[config.mk]
export PLATFORM = sky130hd
export DESIGN_NAME = spf_two_ch
export DESIGN_NICKNAME = d
export VERILOG_FILES = /design/src/rtl/spf_pkg.sv /design/src/rtl/spf_sync.sv /design/src/rtl/spf_persist.sv /design/src/rtl/spf_delay.sv /design/src/rtl/spf_two_ch.sv
export SDC_FILE = /design/constraint.sdc
export NUM_CORES = 1
export LEC_CHECK = 0
export BUFFER_PORTS_ARGS = -buffer_cell sky130_fd_sc_hd__buf_2
export CORE_MARGIN = 1
export CORE_UTILIZATION = 55
export DETAILED_ROUTE_END_ITERATION = 6
export MAX_ROUTING_LAYER = met4
export PLACE_DENSITY = 0.72
export SLEW_MARGIN = 10
export SYNTH_ARGS = -nofsm -noshare
export SYNTH_HDL_FRONTEND = slang
export SYNTH_SLANG_ARGS = --single-unit
[constraint.sdc]
create_clock -name clk_i -period 3.2 [get_ports clk_i]
set_input_delay 0.32 -clock clk_i [delete_from_list [all_inputs] [get_ports clk_i]]
set_output_delay 0.32 -clock clk_i [all_outputs]
set_load 0.02 [all_outputs]
[src/rtl/spf_pkg.sv]
package spf_pkg;

  typedef enum logic {
    SPF_SHORT = 1'b0,
    SPF_LONG  = 1'b1
  } spf_mode_e;

  // delay stages left after sync (2) minus one overlap and the window
  function automatic int spf_stages(int lat, int win);
    return lat - win - 1;
  endfunction

endpackage

[src/rtl/spf_sync.sv]
module spf_sync (
  input  logic clk_i,
  input  logic rst_ni,
  input  logic d_i,
  output logic q_o
);

  logic meta_q, sync_q;

  always_ff @(posedge clk_i or negedge rst_ni) begin
    if (!rst_ni) begin
      meta_q <= 1'b0;
      sync_q <= 1'b0;
    end else begin
      meta_q <= d_i;
      sync_q <= meta_q;
    end
  end

  assign q_o = sync_q;

endmodule

[src/rtl/spf_persist.sv]
module spf_persist #(
  parameter int CW = 5
) (
  input  logic          clk_i,
  input  logic          rst_ni,
  input  logic [CW-1:0] win_m1_i,
  input  logic          d_i,
  output logic          q_o
);

  logic [CW-1:0] cnt_q;
  logic          state_q;

  always_ff @(posedge clk_i or negedge rst_ni) begin
    if (!rst_ni) begin
      cnt_q   <= '0;
      state_q <= 1'b0;
    end else if (d_i == state_q) begin
      cnt_q <= '0;
    end else if (cnt_q == win_m1_i) begin
      state_q <= d_i;
      cnt_q   <= '0;
    end else begin
      cnt_q <= cnt_q + 1'b1;
    end
  end

  assign q_o = state_q;

endmodule

[src/rtl/spf_delay.sv]
module spf_delay #(
  parameter int LONG_D  = 34,
  parameter int SHORT_D = 23
) (
  input  logic clk_i,
  input  logic rst_ni,
  input  logic long_i,
  input  logic d_i,
  output logic q_o
);

  localparam int MAXD = (LONG_D > SHORT_D) ? LONG_D : SHORT_D;

  logic [MAXD-1:0] pipe_q;

  always_ff @(posedge clk_i or negedge rst_ni) begin
    if (!rst_ni) pipe_q <= '0;
    else         pipe_q <= (pipe_q << 1) | MAXD'(d_i);
  end

  assign q_o = long_i ? pipe_q[LONG_D-1] : pipe_q[SHORT_D-1];

endmodule

[src/rtl/spf_two_ch.sv]
module spf_two_ch
  import spf_pkg::*;
#(
  parameter int DIG_WIN  = 31,
  parameter int DIG_LAT  = 66,
  parameter int FAST_WIN = 16,
  parameter int FAST_LAT = 40
) (
  input  logic clk_i,
  input  logic rst_ni,
  input  logic filt_dig_i,
  input  logic top_in_i,
  input  logic bot_in_i,
  output logic top_on_o,
  output logic bot_on_o
);

  localparam int NCH     = 2;
  localparam int MAX_WIN = (DIG_WIN > FAST_WIN) ? DIG_WIN : FAST_WIN;
  localparam int CW      = $clog2(MAX_WIN + 1);
  localparam int DIG_D   = spf_stages(DIG_LAT, DIG_WIN);
  localparam int FAST_D  = spf_stages(FAST_LAT, FAST_WIN);

  logic          run_q;
  spf_mode_e     mode_q;
  logic [CW-1:0] win_m1;
  logic [NCH-1:0] raw_w, sync_w, filt_w, on_w;

  always_ff @(posedge clk_i or negedge rst_ni) begin
    if (!rst_ni) run_q <= 1'b0;
    else         run_q <= 1'b1;
  end

  // mode follows the pin only until the first edge out of reset
  always_ff @(posedge clk_i) begin
    if (!run_q) mode_q <= spf_mode_e'(filt_dig_i);
  end

  always_comb begin
    win_m1 = (mode_q == SPF_LONG) ? CW'(DIG_WIN - 1) : CW'(FAST_WIN - 1);
  end

  assign raw_w = {bot_in_i, top_in_i};

  for (genvar c = 0; c < NCH; c++) begin : g_ch
    spf_sync u_sync (
      .clk_i (clk_i),
      .rst_ni(rst_ni),
      .d_i   (raw_w[c]),
      .q_o   (sync_w[c])
    );

    spf_persist #(.CW(CW)) u_persist (
      .clk_i   (clk_i),
      .rst_ni  (rst_ni),
      .win_m1_i(win_m1),
      .d_i     (sync_w[c]),
      .q_o     (filt_w[c])
    );

    spf_delay #(.LONG_D(DIG_D), .SHORT_D(FAST_D)) u_delay (
      .clk_i (clk_i),
      .rst_ni(rst_ni),
      .long_i(mode_q == SPF_LONG),
      .d_i   (filt_w[c]),
      .q_o   (on_w[c])
    );
  end

  assign top_on_o = on_w[0];
  assign bot_on_o = on_w[1];

endmodule

==> results.rst, run 1 <==
.. list-table::
   :header-rows: 1

   * - Metric
     - Value
   * - Number of placed instances with taps included
     - 187
   * - Total die area
     - 4800 sq um
   * - First-pass GRT wire length
     - 5464 um
   * - Layout Cell Area excl Fill
     - 2778 sq um
   * - Switching portion of total power
     - 20.22%
   * - Post-Synthesis Cells
     - 130
   * - Area share of the leading cell type in the synthesized netlist
     - 85.43%
   * - Proportion of synthesized area in mux cells
     - 1.508%
   * - Clock tree from TritonCTS
     - built
   * - Combinational family with the most area after synthesis
     - simple AND/OR/NAND/NOR gates
   * - Clk Tree Root Cell
     - sky130_fd_sc_hd__clkbuf_8
   * - Area Growth Syn to Fin
     - 11.56%
   * - Number of pins with negative max-slew slack in the final report
     - 0
   * - Core area
     - 4354 sq um
   * - Hold path endpoint
     - g_ch[1].u_sync.meta_q
   * - PD cells
     - 690.0 nW/um^2
   * - Clock sink count
     - 86
   * - Row count
     - 24
   * - Total number of vias
     - 1033
   * - Most used DFF post-synth
     - sky130_fd_sc_hd__dfrtp_1
   * - Detailed-route wire length
     - 3100 um
   * - Worst-case clock buffer depth
     - 2
   * - Synthesized area per cell
     - 19.15 sq um
   * - Die boundary width
     - 69.29 um
   * - Terminus of the critical flop-to-flop path
     - g_ch[0].u_persist.q_o
   * - Total of fill cells in the finished design
     - 305
   * - Cell taking the most area after synthesis
     - sky130_fd_sc_hd__dfrtp_1
   * - Estimated wirelength of the detail-placed design
     - 1675 um
   * - Startpoint Class
     - flop
   * - Synth Area in Compound Gates
     - 1.910%
   * - Source of the worst register-to-register timing path
     - mode_q
   * - Total design power
     - 1.917 mW
   * - Post-DR vias/cell
     - 5.089
   * - Cts bufs inserted
     - 9
   * - Worst Path Class, Setup
     - reg -> out
   * - Final critical path time including I/O delays and setup
     - 1.741 ns
   * - Sequential area share after synthesis
     - 86.63%
   * - Syn Std Cell Area
     - 2490 sq um
   * - Via count of the first global-routing pass
     - 1098
   * - Multi-input logic area
     - 317.8 sq um
   * - Routed WL per cell
     - 15.27 um
   * - Unrepaired setup endpoints after global routing
     - no
   * - Adder-cell area share of the yosys netlist
     - 1.005%
   * - Clock-pin slew on the worst setup and hold paths
     - 0.07 ns
   * - Post-Synthesis Net Count
     - 137
   * - Violation count after the first detailed-routing iteration
     - 75
   * - Final setup viols
     - 0
   * - Final ANT Viol Nets
     - 0
   * - Seq. cell area
     - 2157 sq um
   * - Pin count of the biggest net entering global routing
     - 86
   * - Share of flip-flops with an asynchronous set or reset
     - 98.84%
   * - Status
     - finished, final reports clean
   * - Cell with the largest stage delay on the worst path
     - sky130_fd_sc_hd__edfxtp_1
   * - Ordered cell list for the critical path
     - mux2_2 -> buf_2
   * - Maximum achievable frequency
     - 574.2 MHz
   * - Y dimension of the die
     - 69.29 um
   * - Pre-antenna DRT Iters
     - 4
   * - Number of levels the H-tree was split into
     - 3
   * - Simple logic cell fraction of the synthesized area
     - 5.377%
   * - Static power due to leakage
     - 1.404 nW
   * - Dpl cell area
     - 2576 sq um
   * - N_diodes
     - 0
   * - Boundary Pins
     - 7
   * - Highest ir drop seen on vdd
     - 0.3771 mV
   * - Effective utilization at floorplan
     - 57.18%
   * - Count of cells resized by post-cts repair
     - 0
   * - All-layer global routing usage
     - 16.44%
   * - Required @ worst endpoint
     - 2.88 ns
   * - Hold slack final
     - 0.07846 ns
   * - Global placement routability congestion
     - 0.7859
   * - Setup Total Neg Slack
     - 0 ns
   * - Number of input and output port buffers inserted
     - 6
   * - Hold buffer count at cts
     - 0
   * - Relative contribution of sequential cells to total power
     - 58.8%
   * - Least-Margin Pin Slew
     - 0.9602 ns
   * - Most area-consuming cells after synthesis
     - sky130_fd_sc_hd__dfrtp_1 85%, sky130_fd_sc_hd__nor3_1 1.6%, sky130_fd_sc_hd__xnor2_1 1.4%, sky130_fd_sc_hd__xor2_1 1.4%, sky130_fd_sc_hd__nand3_1 1.2%
   * - Count of yosys warnings during synthesis
     - 0
   * - Buffer count from post-CTS setup fixing
     - 0
   * - Overflow left after global routing
     - 0
   * - Net count reported at finish
     - 153
   * - Count of placed standard cells in the final layout, fillers left out
     - 203
   * - Post-route DRC violation count
     - 0
   * - Final worst path period share
     - 54.42%
   * - Worst hold start
     - bot_in_i
   * - Net Switching
     - 0.3876 mW
   * - Internal cell power
     - 1.529 mW
   * - Worst R2R Path Depth
     - 3
   * - Fraction of layout cells with a size suffix above 1
     - 17.88%
   * - Class of the tightest hold or removal check
     - in -> reg
   * - Clk Latency, worst-skew pair
     - 0.34 ns
   * - Number of enable-type register cells in the synthesized netlist
     - 1
   * - Internal reg-to-reg setup slack
     - 1.58 ns
   * - Relative slew slack
     - 35.99%
   * - Biggest cell delay along the critical path
     - 0.53 ns
   * - Unique masters post-synth
     - 22
   * - Crit-path max FO
     - 8
   * - Data arrival, critical path
     - 1.42 ns
   * - Register bit count reported by yosys
     - 86
   * - Maxcap violations
     - 0
   * - Hold Crit Depth
     - 1
   * - Fraction of power consumed by combinational cells
     - 2.6%
   * - Final hold violations
     - 0
   * - Area share of xor/xnor cells in the synthesized design
     - 2.814%
   * - Antenna violations before repair
     - 0
   * - Maximum clock skew at final layout
     - 0.004442 ns
   * - Clock power share
     - 38.6%
   * - Crit path capture type
     - primary output
stage by stage:
step | setup WS, ns | utilization (%)
2_1_floorplan | 1.693 | -
3_3_place_gp | 1.644 | 59.17
3_5_place_dp | 1.592 | 59.17
4_1_cts | 1.444 | 63.79
5_1_grt | 1.374 | 63.79
6_report | 1.459 | 63.79
cell type report:
class,count,area share [%]
clock buffer,13,5.721
clock inverter,3,1.532
inverter,1,0.1351
multi-input combinational,42,11.44
sequential,86,77.66
tap,52,2.342
timing repair buffer,6,1.171
cell usage after synthesis, types with 2 or more instances:
cell type	instances
sky130_fd_sc_hd__a21oi_1	2
sky130_fd_sc_hd__dfrtp_1	85
sky130_fd_sc_hd__ha_1	2
sky130_fd_sc_hd__mux2_2	2
sky130_fd_sc_hd__nand3_1	6
sky130_fd_sc_hd__nand3b_1	3
sky130_fd_sc_hd__nor3_1	8
sky130_fd_sc_hd__nor3b_1	2
sky130_fd_sc_hd__xnor2_1	4
sky130_fd_sc_hd__xor2_1	4
state kept, by name (all words and copies together), names as in the netlist:
signal                count
g_ch.u_persist.cnt_q     10
g_ch.u_sync.meta_q        2
g_ch.u_delay.pipe_q      68
g_ch.u_persist.q_o        2
mode_q                    1
run_q                     1
g_ch.u_sync.q_o           2
per-layer routing:
metal / GRT usage, % / part of all wire (%)
met1: 21.58 / 46
met2: 21.90 / 47
met3: 8.721 / 6.0
met4: 6.122 / 1.5
met5: - / 0
power groups by stage:
stage	registers [mW]	clock network, mW	logic (mW)
after global placement	1.15	0	0.0472
after floorplan	1.14	0	0.0267
after detailed placement	1.15	0	0.0516
after CTS	1.13	0.766	0.0515
after global routing	1.13	0.806	0.0585
final	1.13	0.739	0.0496
critical path: cells and delay by family, from the launching register on:
family	cells	cell delay, ns
flip-flops	1	0.53
multiplexers	1	0.39
buffers and inverters	1	0.16
how the worst max path moves through the flow:
stage	end	cells past startpoint	startpoint	slack, ns
global route	top_on_o	2	mode_q	1.37
CTS	top_on_o	2	mode_q	1.44
detailed placement	g_ch[0].u_persist.q_o	3	mode_q	1.59
finish	top_on_o	2	mode_q	1.46
floorplan	g_ch[0].u_persist.q_o	4	mode_q	1.69
global placement	g_ch[0].u_persist.q_o	3	mode_q	1.64
cells by family (layout without fill, tap and decap cells):
group / after synthesis / after routing
flip-flops: 86 / 86
multiplexers: 3 / 3
adder cells (fa/ha/maj): 2 / 2
XOR/XNOR: 8 / 8
AND/OR/NAND/NOR: 22 / 22
buffers and inverters: 2 / 23
other: 1 / 1
AO/OA/AOI/OAI: 6 / 6
placed cells by master (no fill, tap or decap), types with 2 or more instances in the layout:
master                     synthesis  routed
sky130_fd_sc_hd__clkbuf_8          0      11
sky130_fd_sc_hd__dfrtp_1          85      85
sky130_fd_sc_hd__nand3b_1          3       3
sky130_fd_sc_hd__buf_2             0       5
sky130_fd_sc_hd__mux2_2            2       2
sky130_fd_sc_hd__xor2_1            4       4
sky130_fd_sc_hd__nor3_1            8       8
sky130_fd_sc_hd__nor3b_1           2       2
sky130_fd_sc_hd__ha_1              2       2
sky130_fd_sc_hd__nand3_1           6       6
sky130_fd_sc_hd__clkbuf_1          0       2
sky130_fd_sc_hd__xnor2_1           4       4
sky130_fd_sc_hd__a21oi_1           2       2
(Power assumes the default switching activity.)
==> run 2, diff against run 1 <==
--- a/config.mk
+++ b/config.mk
@@ -7,7 +7,7 @@
 export LEC_CHECK = 0
 export BUFFER_PORTS_ARGS = -buffer_cell sky130_fd_sc_hd__buf_2
 export CORE_MARGIN = 1
-export CORE_UTILIZATION = 55
+export CORE_UTILIZATION = 53
 export DETAILED_ROUTE_END_ITERATION = 6
 export MAX_ROUTING_LAYER = met4
 export PLACE_DENSITY = 0.72
==> constraint.sdc (replaced) <==
create_clock -name clk_i -period 1.6 [get_ports clk_i]
set_input_delay 0.16 -clock clk_i [delete_from_list [all_inputs] [get_ports clk_i]]
set_output_delay 0.16 -clock clk_i [all_outputs]
set_load 0.02 [all_outputs]
==> results.rst, run 2 (synthesis gave the netlist of run 1 again) <==
.. list-table::
   :header-rows: 1

   * - Metric
     - Value
   * - Status
     - finished, violations left (was finished, final reports clean)
   * - Failing checks
     - DRC
   * - Final setup viols
     - 0 (unchanged)
   * - Required @ worst endpoint
     - 1.44 ns (was 2.88 ns)
   * - PD cells
     - 1371 nW/um^2 (was 690.0 nW/um^2)
   * - Crit path capture type
     - primary output (unchanged)
   * - Ordered cell list for the critical path
     - buf_4 -> mux2_2 -> buf_2 (was mux2_2 -> buf_2)
   * - Post-DR vias/cell
     - 5.047 (was 5.089)
   * - Worst Path Class, Setup
     - reg -> out (unchanged)
   * - Clock sink count
     - 86 (unchanged)
   * - Maximum achievable frequency
     - 643.0 MHz
   * - Most flop-heavy register
     - g_ch.u_delay.pipe_q (unchanged)
   * - Top flop regs
     - g_ch.u_delay.pipe_q x68, g_ch.u_persist.cnt_q x10 (unchanged)
   * - Worst-case clock buffer depth
     - 2 (unchanged)
   * - Total die area
     - 4976 sq um (was 4800 sq um)
   * - Critical path buffers and inverters
     - 2 (was 1)
   * - Core area
     - 4444 sq um (was 4354 sq um)
   * - Routed WL per cell
     - 14.45 um (was 15.27 um)
   * - Violation count after the first detailed-routing iteration
     - 41 (was 75)
   * - Final ANT Viol Nets
     - 0 (unchanged)
   * - Startpoint Class
     - flop (unchanged)
   * - Worst slack at placement
     - 0.1878 ns (was 1.592 ns)
   * - Static power due to leakage
     - 1.461 nW (was 1.404 nW)
   * - Class of the tightest hold or removal check
     - in -> async (was in -> reg)
   * - Number of levels the H-tree was split into
     - 3 (unchanged)
   * - Final hold violations
     - 0 (unchanged)
   * - Estimated wirelength of the detail-placed design
     - 1778 um (was 1675 um)
   * - Clk Tree Root Cell
     - sky130_fd_sc_hd__clkbuf_8 (unchanged)
   * - Crit-path max FO
     - 5 (was 8)
   * - Clock-pin slew on the worst setup and hold paths
     - 0.07 ns (about the same)
   * - Highest ir drop seen on vdd
     - 0.8018 mV (was 0.3771 mV)
   * - Area Growth Syn to Fin
     - 15.73% (was 11.56%)
   * - Final core occ
     - 64.84% (was 63.79%)
   * - Max reg flops
     - 68 (unchanged)
   * - Overflow left after global routing
     - 0 (unchanged)
   * - Antenna violations before repair
     - 0 (unchanged)
   * - Final critical path time including I/O delays and setup
     - 1.555 ns
   * - Commonest non-fill, non-tap cell in the layout
     - sky130_fd_sc_hd__dfrtp_1 (unchanged)
   * - Maxcap violations
     - 0 (unchanged)
   * - Clock tree from TritonCTS
     - built (unchanged)
   * - Boundary Pins
     - 7 (unchanged)
   * - Number of input and output port buffers inserted
     - 6 (unchanged)
   * - Net count reported at finish
     - 162 (was 153)
   * - Pin count of the biggest net entering global routing
     - 45 (was 86)
   * - Die boundary width
     - 70.54 um (was 69.29 um)
   * - Worst-case setup margin in the final layout
     - 0.04475 ns (was 1.459 ns)
   * - Data arrival, critical path
     - 1.40 ns (was 1.42 ns)
   * - All-layer global routing usage
     - 15.81% (was 16.44%)
   * - Clk Latency, worst-skew pair
     - 0.34 ns (about the same)
   * - Pre-antenna DRT Iters
     - 6 (was 4)
   * - Effective utilization at floorplan
     - 56.02% (was 57.18%)
   * - First-pass GRT wire length
     - 5319 um (was 5464 um)
   * - Y dimension of the die
     - 70.54 um (was 69.29 um)
   * - Total number of vias
     - 1070 (was 1033)
   * - Global placement routability congestion
     - 0.7433 (was 0.7859)
   * - Number of pins with negative max-slew slack in the final report
     - 0 (unchanged)
   * - Top library cells by usage in the layout, fill and taps aside
     - 85 x sky130_fd_sc_hd__dfrtp_1, 10 x sky130_fd_sc_hd__clkbuf_8, 8 x sky130_fd_sc_hd__nor3_1 (was 85 x sky130_fd_sc_hd__dfrtp_1, 11 x sky130_fd_sc_hd__clkbuf_8, 8 x sky130_fd_sc_hd__nor3_1)
   * - Cell with the largest stage delay on the worst path
     - sky130_fd_sc_hd__edfxtp_1 (unchanged)
   * - Via count of the first global-routing pass
     - 1122 (was 1098)
   * - Maximum clock skew at final layout
     - 0.006609 ns (was 0.004442 ns)
   * - Post-route DRC violation count
     - 2 (was 0)
   * - Fraction of layout cells with a size suffix above 1
     - 20.00% (was 17.88%)
   * - Delay-heaviest family, CP
     - flip-flops (unchanged)
   * - Cts bufs inserted
     - 9 (unchanged)
   * - Biggest cell delay along the critical path
     - 0.39 ns (was 0.53 ns)
   * - N_diodes
     - 0 (unchanged)
   * - Row count
     - 24 (unchanged)
   * - Detailed-route wire length
     - 3064 um (was 3100 um)
   * - Final worst path period share
     - 97.20%
run 2: cell types whose count changed in the layout (fill, tap and decap cells not counted), sizes merged:
cell / delta
buf: +5
bufinv: +1
clkbuf: -1
clkinv: +1
clkinvlp: -1
dlygate4sd3: +4
run 2: power breakdown:
group | switching, mW | internal (mW)
clock | 0.658 | 0.917
combinational | 0.0706 | 0.0527
sequential | 0.0355 | 2.22
run 2: cell type report:
class,count,area (sq um)
well taps,52,65.06
clock inverters,4,70.07
clock buffers,12,145.1
multi-input cells,42,317.8
repair buffers,15,122.6
fillers,311,1563
inverters,1,3.754
flip-flops and latches,86,2157
run 2: timing repair:
| action | CTS | global route |
|---|---|---|
| hold buffers | 4 | 0 |
| gates resized for setup | 0 | 0 |
| endpoints found under the setup margin | 0 | 1 |
| setup buffers | 0 | 1 |
| hold endpoints to repair | 88 | 0 |
run 2: layer usage:
layer	vias up	part of all wire, %	GRT usage [%]
met4	0	2.1	7.111
met1	560	48	19.62
li1	478	-	-
met5	-	0	-
met2	22	45	21.04
met3	10	5.4	9.259
run 2: stage by stage:
stage	hold slack, ns	instance area [sq um]	TNS (ns)	instances	power (mW)
after global routing	0.1840	2882	-0.001460	212	4.115
after floorplan	-0.1356	2490	0	130	2.337
after global placement	-0.002403	2619	0	191	2.395
after detailed placement	-0.0007508	2619	0	191	2.410
final	0.1841	2882	0	212	3.951
after CTS	0.1619	2874	0	211	4.017
run 2: final timing paths:
kind / from / end / slack, ns / cells after the start
max: mode_q / top_on_o / 0.04 / 3
min: rst_ni / g_ch[0].u_delay.pipe_q[29] / 0.18 / 2
max reg2reg: mode_q / g_ch[0].u_persist.q_o / 0.06 / 4
min reg2reg: g_ch[0].u_delay.pipe_q[23] / g_ch[0].u_delay.pipe_q[24] / 0.35 / 0
max in group asynchronous: rst_ni / g_ch[0].u_delay.pipe_q[10] / 0.82 / 3
min in group clk_i: g_ch[0].u_delay.pipe_q[23] / g_ch[0].u_delay.pipe_q[24] / 0.35 / 0
==> run 3, diff against run 2 <==
--- a/config.mk
+++ b/config.mk
@@ -5,12 +5,15 @@
 export SDC_FILE = /design/constraint.sdc
 export NUM_CORES = 1
 export LEC_CHECK = 0
+export ABC_AREA = 1
 export BUFFER_PORTS_ARGS = -buffer_cell sky130_fd_sc_hd__buf_2
+export CELL_PAD_IN_SITES_DETAIL_PLACEMENT = 1
+export CELL_PAD_IN_SITES_GLOBAL_PLACEMENT = 2
 export CORE_MARGIN = 1
-export CORE_UTILIZATION = 53
+export CORE_UTILIZATION = 40
 export DETAILED_ROUTE_END_ITERATION = 6
 export MAX_ROUTING_LAYER = met4
-export PLACE_DENSITY = 0.72
+export PLACE_DENSITY_LB_ADDON = 0.1
 export SLEW_MARGIN = 10
 export SYNTH_ARGS = -nofsm -noshare
 export SYNTH_HDL_FRONTEND = slang
==> results.rst, run 3 <==
.. list-table::
   :header-rows: 1

   * - Metric
     - Value
   * - Final setup viols
     - 0 (unchanged)
   * - Count of yosys warnings during synthesis
     - 0 (unchanged)
   * - Share of flip-flops with an asynchronous set or reset
     - 98.84% (unchanged)
   * - Final ANT Viol Nets
     - 0 (unchanged)
   * - Post-route DRC violation count
     - 0 (was 2)
   * - Fraction of layout cells with a size suffix above 1
     - 17.54% (was 20.00%)
   * - Pre-antenna DRT Iters
     - 3 (was 6)
   * - Number of levels the H-tree was split into
     - 3 (unchanged)
   * - N_diodes
     - 0 (unchanged)
   * - Net count reported at finish
     - 173 (was 162)
   * - Clock-pin slew on the worst setup and hold paths
     - 0.08 ns (was 0.07 ns)
   * - PD cells
     - 1314 nW/um^2 (was 1371 nW/um^2)
   * - Data arrival, critical path
     - 1.22 ns (was 1.40 ns)
   * - Clock sink count
     - 86 (unchanged)
   * - Boundary Pins
     - 7 (unchanged)
   * - Startpoint Class
     - flop (unchanged)
   * - Unique masters post-synth
     - 13 (was 22)
   * - Overflow left after global routing
     - 0 (unchanged)
   * - Via count of the first global-routing pass
     - 1255 (was 1122)
   * - Buffer count from post-CTS setup fixing
     - 0 (unchanged)
   * - Commonest non-fill, non-tap cell in the layout
     - sky130_fd_sc_hd__dfrtp_1 (unchanged)
   * - Clk Latency, worst-skew pair
     - 0.35 ns (was 0.34 ns)
   * - Biggest cell delay along the critical path
     - 0.47 ns (was 0.39 ns)
   * - Violation count after the first detailed-routing iteration
     - 30 (was 41)
   * - Total number of vias
     - 1070 (unchanged)
   * - First-pass GRT wire length
     - 6292 um (was 5319 um)
   * - Status
     - finished, final reports clean (was finished, violations left)
   * - Required @ worst endpoint
     - 1.44 ns (about the same)
   * - Sequential area share after synthesis
     - 87.74% (was 86.63%)
   * - Final core occ
     - 48.01% (was 64.84%)
   * - Pin count of the biggest net entering global routing
     - 43 (was 45)
   * - Final worst path period share
     - 85.95% (was 97.20%)
   * - Final critical path time including I/O delays and setup
     - 1.375 ns (was 1.555 ns)
   * - Most area-consuming cells after synthesis
     - sky130_fd_sc_hd__dfrtp_1 87%, sky130_fd_sc_hd__xor2_1 2.1%, sky130_fd_sc_hd__nand3_1 2.0%, sky130_fd_sc_hd__nand2_1 1.8%, sky130_fd_sc_hd__nor2_1 1.5% (was sky130_fd_sc_hd__dfrtp_1 85%, sky130_fd_sc_hd__nor3_1 1.6%, sky130_fd_sc_hd__xnor2_1 1.4%, sky130_fd_sc_hd__xor2_1 1.4%, sky130_fd_sc_hd__nand3_1 1.2%)
   * - Most flop-heavy register
     - g_ch.u_delay.pipe_q (unchanged)
   * - Top flop regs
     - g_ch.u_delay.pipe_q x68, g_ch.u_persist.cnt_q x10 (unchanged)
   * - Syn Std Cell Area
     - 2459 sq um (was 2490 sq um)
   * - Routed WL per cell
     - 14.11 um (was 14.45 um)
   * - Crit-path max FO
     - 5 (unchanged)
   * - Clock tree from TritonCTS
     - built (unchanged)
   * - Max reg flops
     - 68 (unchanged)
   * - Maximum clock skew at final layout
     - 0.008305 ns (was 0.006609 ns)
   * - Highest ir drop seen on vdd
     - 0.8742 mV (was 0.8018 mV)
   * - Top library cells by usage in the layout, fill and taps aside
     - 85 x sky130_fd_sc_hd__dfrtp_1, 12 x sky130_fd_sc_hd__nand2_1, 10 x sky130_fd_sc_hd__nand3_1, 10 x sky130_fd_sc_hd__nor2_1, 9 x sky130_fd_sc_hd__clkbuf_8 (was 85 x sky130_fd_sc_hd__dfrtp_1, 10 x sky130_fd_sc_hd__clkbuf_8, 8 x sky130_fd_sc_hd__nor3_1)
   * - Cell taking the most area after synthesis
     - sky130_fd_sc_hd__dfrtp_1 (unchanged)
   * - Maxcap violations
     - 0 (unchanged)
   * - Area share of the leading cell type in the synthesized netlist
     - 86.51% (was 85.43%)
   * - Most used DFF post-synth
     - sky130_fd_sc_hd__dfrtp_1 (unchanged)
   * - All-layer global routing usage
     - 14.70% (was 15.81%)
   * - Number of input and output port buffers inserted
     - 6 (unchanged)
   * - Cell with the largest stage delay on the worst path
     - sky130_fd_sc_hd__edfxtp_1 (unchanged)
   * - Global placement routability congestion
     - 0.7007 (was 0.7433)
   * - Worst Path Class, Setup
     - reg -> out (unchanged)
   * - Crit path capture type
     - primary output (unchanged)
   * - Clk Tree Root Cell
     - sky130_fd_sc_hd__clkbuf_8 (unchanged)
   * - Total die area
     - 6464 sq um (was 4976 sq um)
   * - Number of enable-type register cells in the synthesized netlist
     - 1 (unchanged)
   * - Die boundary width
     - 80.40 um (was 70.54 um)
   * - Number of pins with negative max-slew slack in the final report
     - 0 (unchanged)
   * - Core area
     - 5921 sq um (was 4444 sq um)
   * - Maximum achievable frequency
     - 727.2 MHz (was 643.0 MHz)
   * - Estimated wirelength of the detail-placed design
     - 2113 um (was 1778 um)
   * - Register bit count reported by yosys
     - 86 (unchanged)
   * - Area Growth Syn to Fin
     - 15.62% (was 15.73%)
   * - Total of fill cells in the finished design
     - 576 (was 311)
   * - Commonest cells post-synth
     - 85 x sky130_fd_sc_hd__dfrtp_1, 12 x sky130_fd_sc_hd__nand2_1, 10 x sky130_fd_sc_hd__nand3_1, 10 x sky130_fd_sc_hd__nor2_1, 7 x sky130_fd_sc_hd__inv_1 (was 85 x sky130_fd_sc_hd__dfrtp_1, 8 x sky130_fd_sc_hd__nor3_1, 6 x sky130_fd_sc_hd__nand3_1, 4 x sky130_fd_sc_hd__xnor2_1, 4 x sky130_fd_sc_hd__xor2_1)
   * - Detailed-route wire length
     - 3471 um (was 3064 um)
   * - Cts bufs inserted
     - 9 (unchanged)
   * - Class of the tightest hold or removal check
     - in -> async (unchanged)
   * - Effective utilization at floorplan
     - 41.53% (was 56.02%)
   * - Post-Synthesis Net Count
     - 150 (was 137)
   * - Row count
     - 28 (was 24)
   * - Y dimension of the die
     - 80.40 um (was 70.54 um)
   * - Worst-case clock buffer depth
     - 2 (unchanged)
   * - Antenna violations before repair
     - 0 (unchanged)
   * - Post-Synthesis Cells
     - 143 (was 130)
   * - Static power due to leakage
     - 1.503 nW (was 1.461 nW)
   * - Total design power
     - 3.737 mW (was 3.951 mW)
   * - Setup Total Neg Slack
     - 0 ns (unchanged)
   * - Cell with the most instances on the worst path
     - sky130_fd_sc_hd__nand2_1
   * - Synthesized area per cell
     - 17.19 sq um (was 19.15 sq um)
   * - Unrepaired setup endpoints after global routing
     - no
   * - Final hold violations
     - 0 (unchanged)
   * - Post-DR vias/cell
     - 4.350 (was 5.047)
   * - Cell with the most instances after synthesis
     - sky130_fd_sc_hd__dfrtp_1 (unchanged)
   * - Ordered cell list for the critical path
     - inv_2 -> nand2_1 -> nand2_1 -> buf_2 (was buf_4 -> mux2_2 -> buf_2)
[run 3: final timing paths]
kind                                            startpoint                          to  slack [ns]  cells past startpoint
worst min-delay path                                rst_ni  g_ch[1].u_persist.cnt_q[2]        0.24                      2
min in group clk_i              g_ch[1].u_delay.pipe_q[30]  g_ch[1].u_delay.pipe_q[31]        0.34                      0
worst min register to register  g_ch[1].u_delay.pipe_q[30]  g_ch[1].u_delay.pipe_q[31]        0.34                      0
max in group asynchronous                           rst_ni   g_ch[0].u_delay.pipe_q[5]        0.78                      3
worst max-delay path                                mode_q                    bot_on_o        0.22                      4
worst max register to register                      mode_q  g_ch[1].u_persist.cnt_q[3]        0.47                      6
[run 3: layout make-up]
cell class                      instances  area, sq um  area share [%]
Clock buffer                           10        127.6           4.489
Clock inverter                          6        62.56           2.201
Inverter                                8        30.03           1.056
Multi-Input combinational cell         49        271.5           9.551
Sequential cell                        86         2157           75.88
Tap cell                               75        93.84           3.301
Timing Repair Buffer                   12        100.1           3.521
[run 3: layer usage]
metal	routed length (um)	part of all wire, %	global-route usage [%]	up-vias
met3	141	4.1	6.818	5
met4	56	1.6	6.429	0
met2	1645	47	20.76	19
met5	0	0	-	-
li1	-	-	-	485
met1	1628	47	18.11	561
[run 3: power by group]
| group | leakage (nW) | switching, mW | internal, mW |
|---|---|---|---|
| clock network | 0.100 | 0.706 | 0.718 |
| registers | 1.18 | 0.0186 | 2.20 |
| logic | 0.222 | 0.0638 | 0.0339 |
[run 3: metrics by stage]
step	std cells	cell area, sq um	setup WS [ns]	hold slack [ns]
global route	246	2843	0.1210	0.2683
floorplan	143	2459	0.5844	-0.1356
global placement	226	2613	0.5270	0.07725
finish	246	2843	0.2249	0.2437
CTS	246	2843	0.1913	0.2388
detailed placement	226	2613	0.4677	0.07924
[run 3: critical path: cells and delay by family (launching register included)]
family	cells	cell delay, ns
flops	1	0.47
buf+inv	2	0.29
simple gates	2	0.12
[run 3: timing repair]
item	CTS	global route
resized for setup	0	0
hold buffers	4	0
endpoints found under the hold margin	23	0
[run 3: logic make-up after synthesis]
kind of cell             synth area share (%)
AND/OR/NAND/NOR                         7.023
XOR/XNOR                                2.850
other                                  0.1525
flip-flops                              87.74
buffers and inverters                   1.221
adder cells (fa/ha/maj)                 1.018
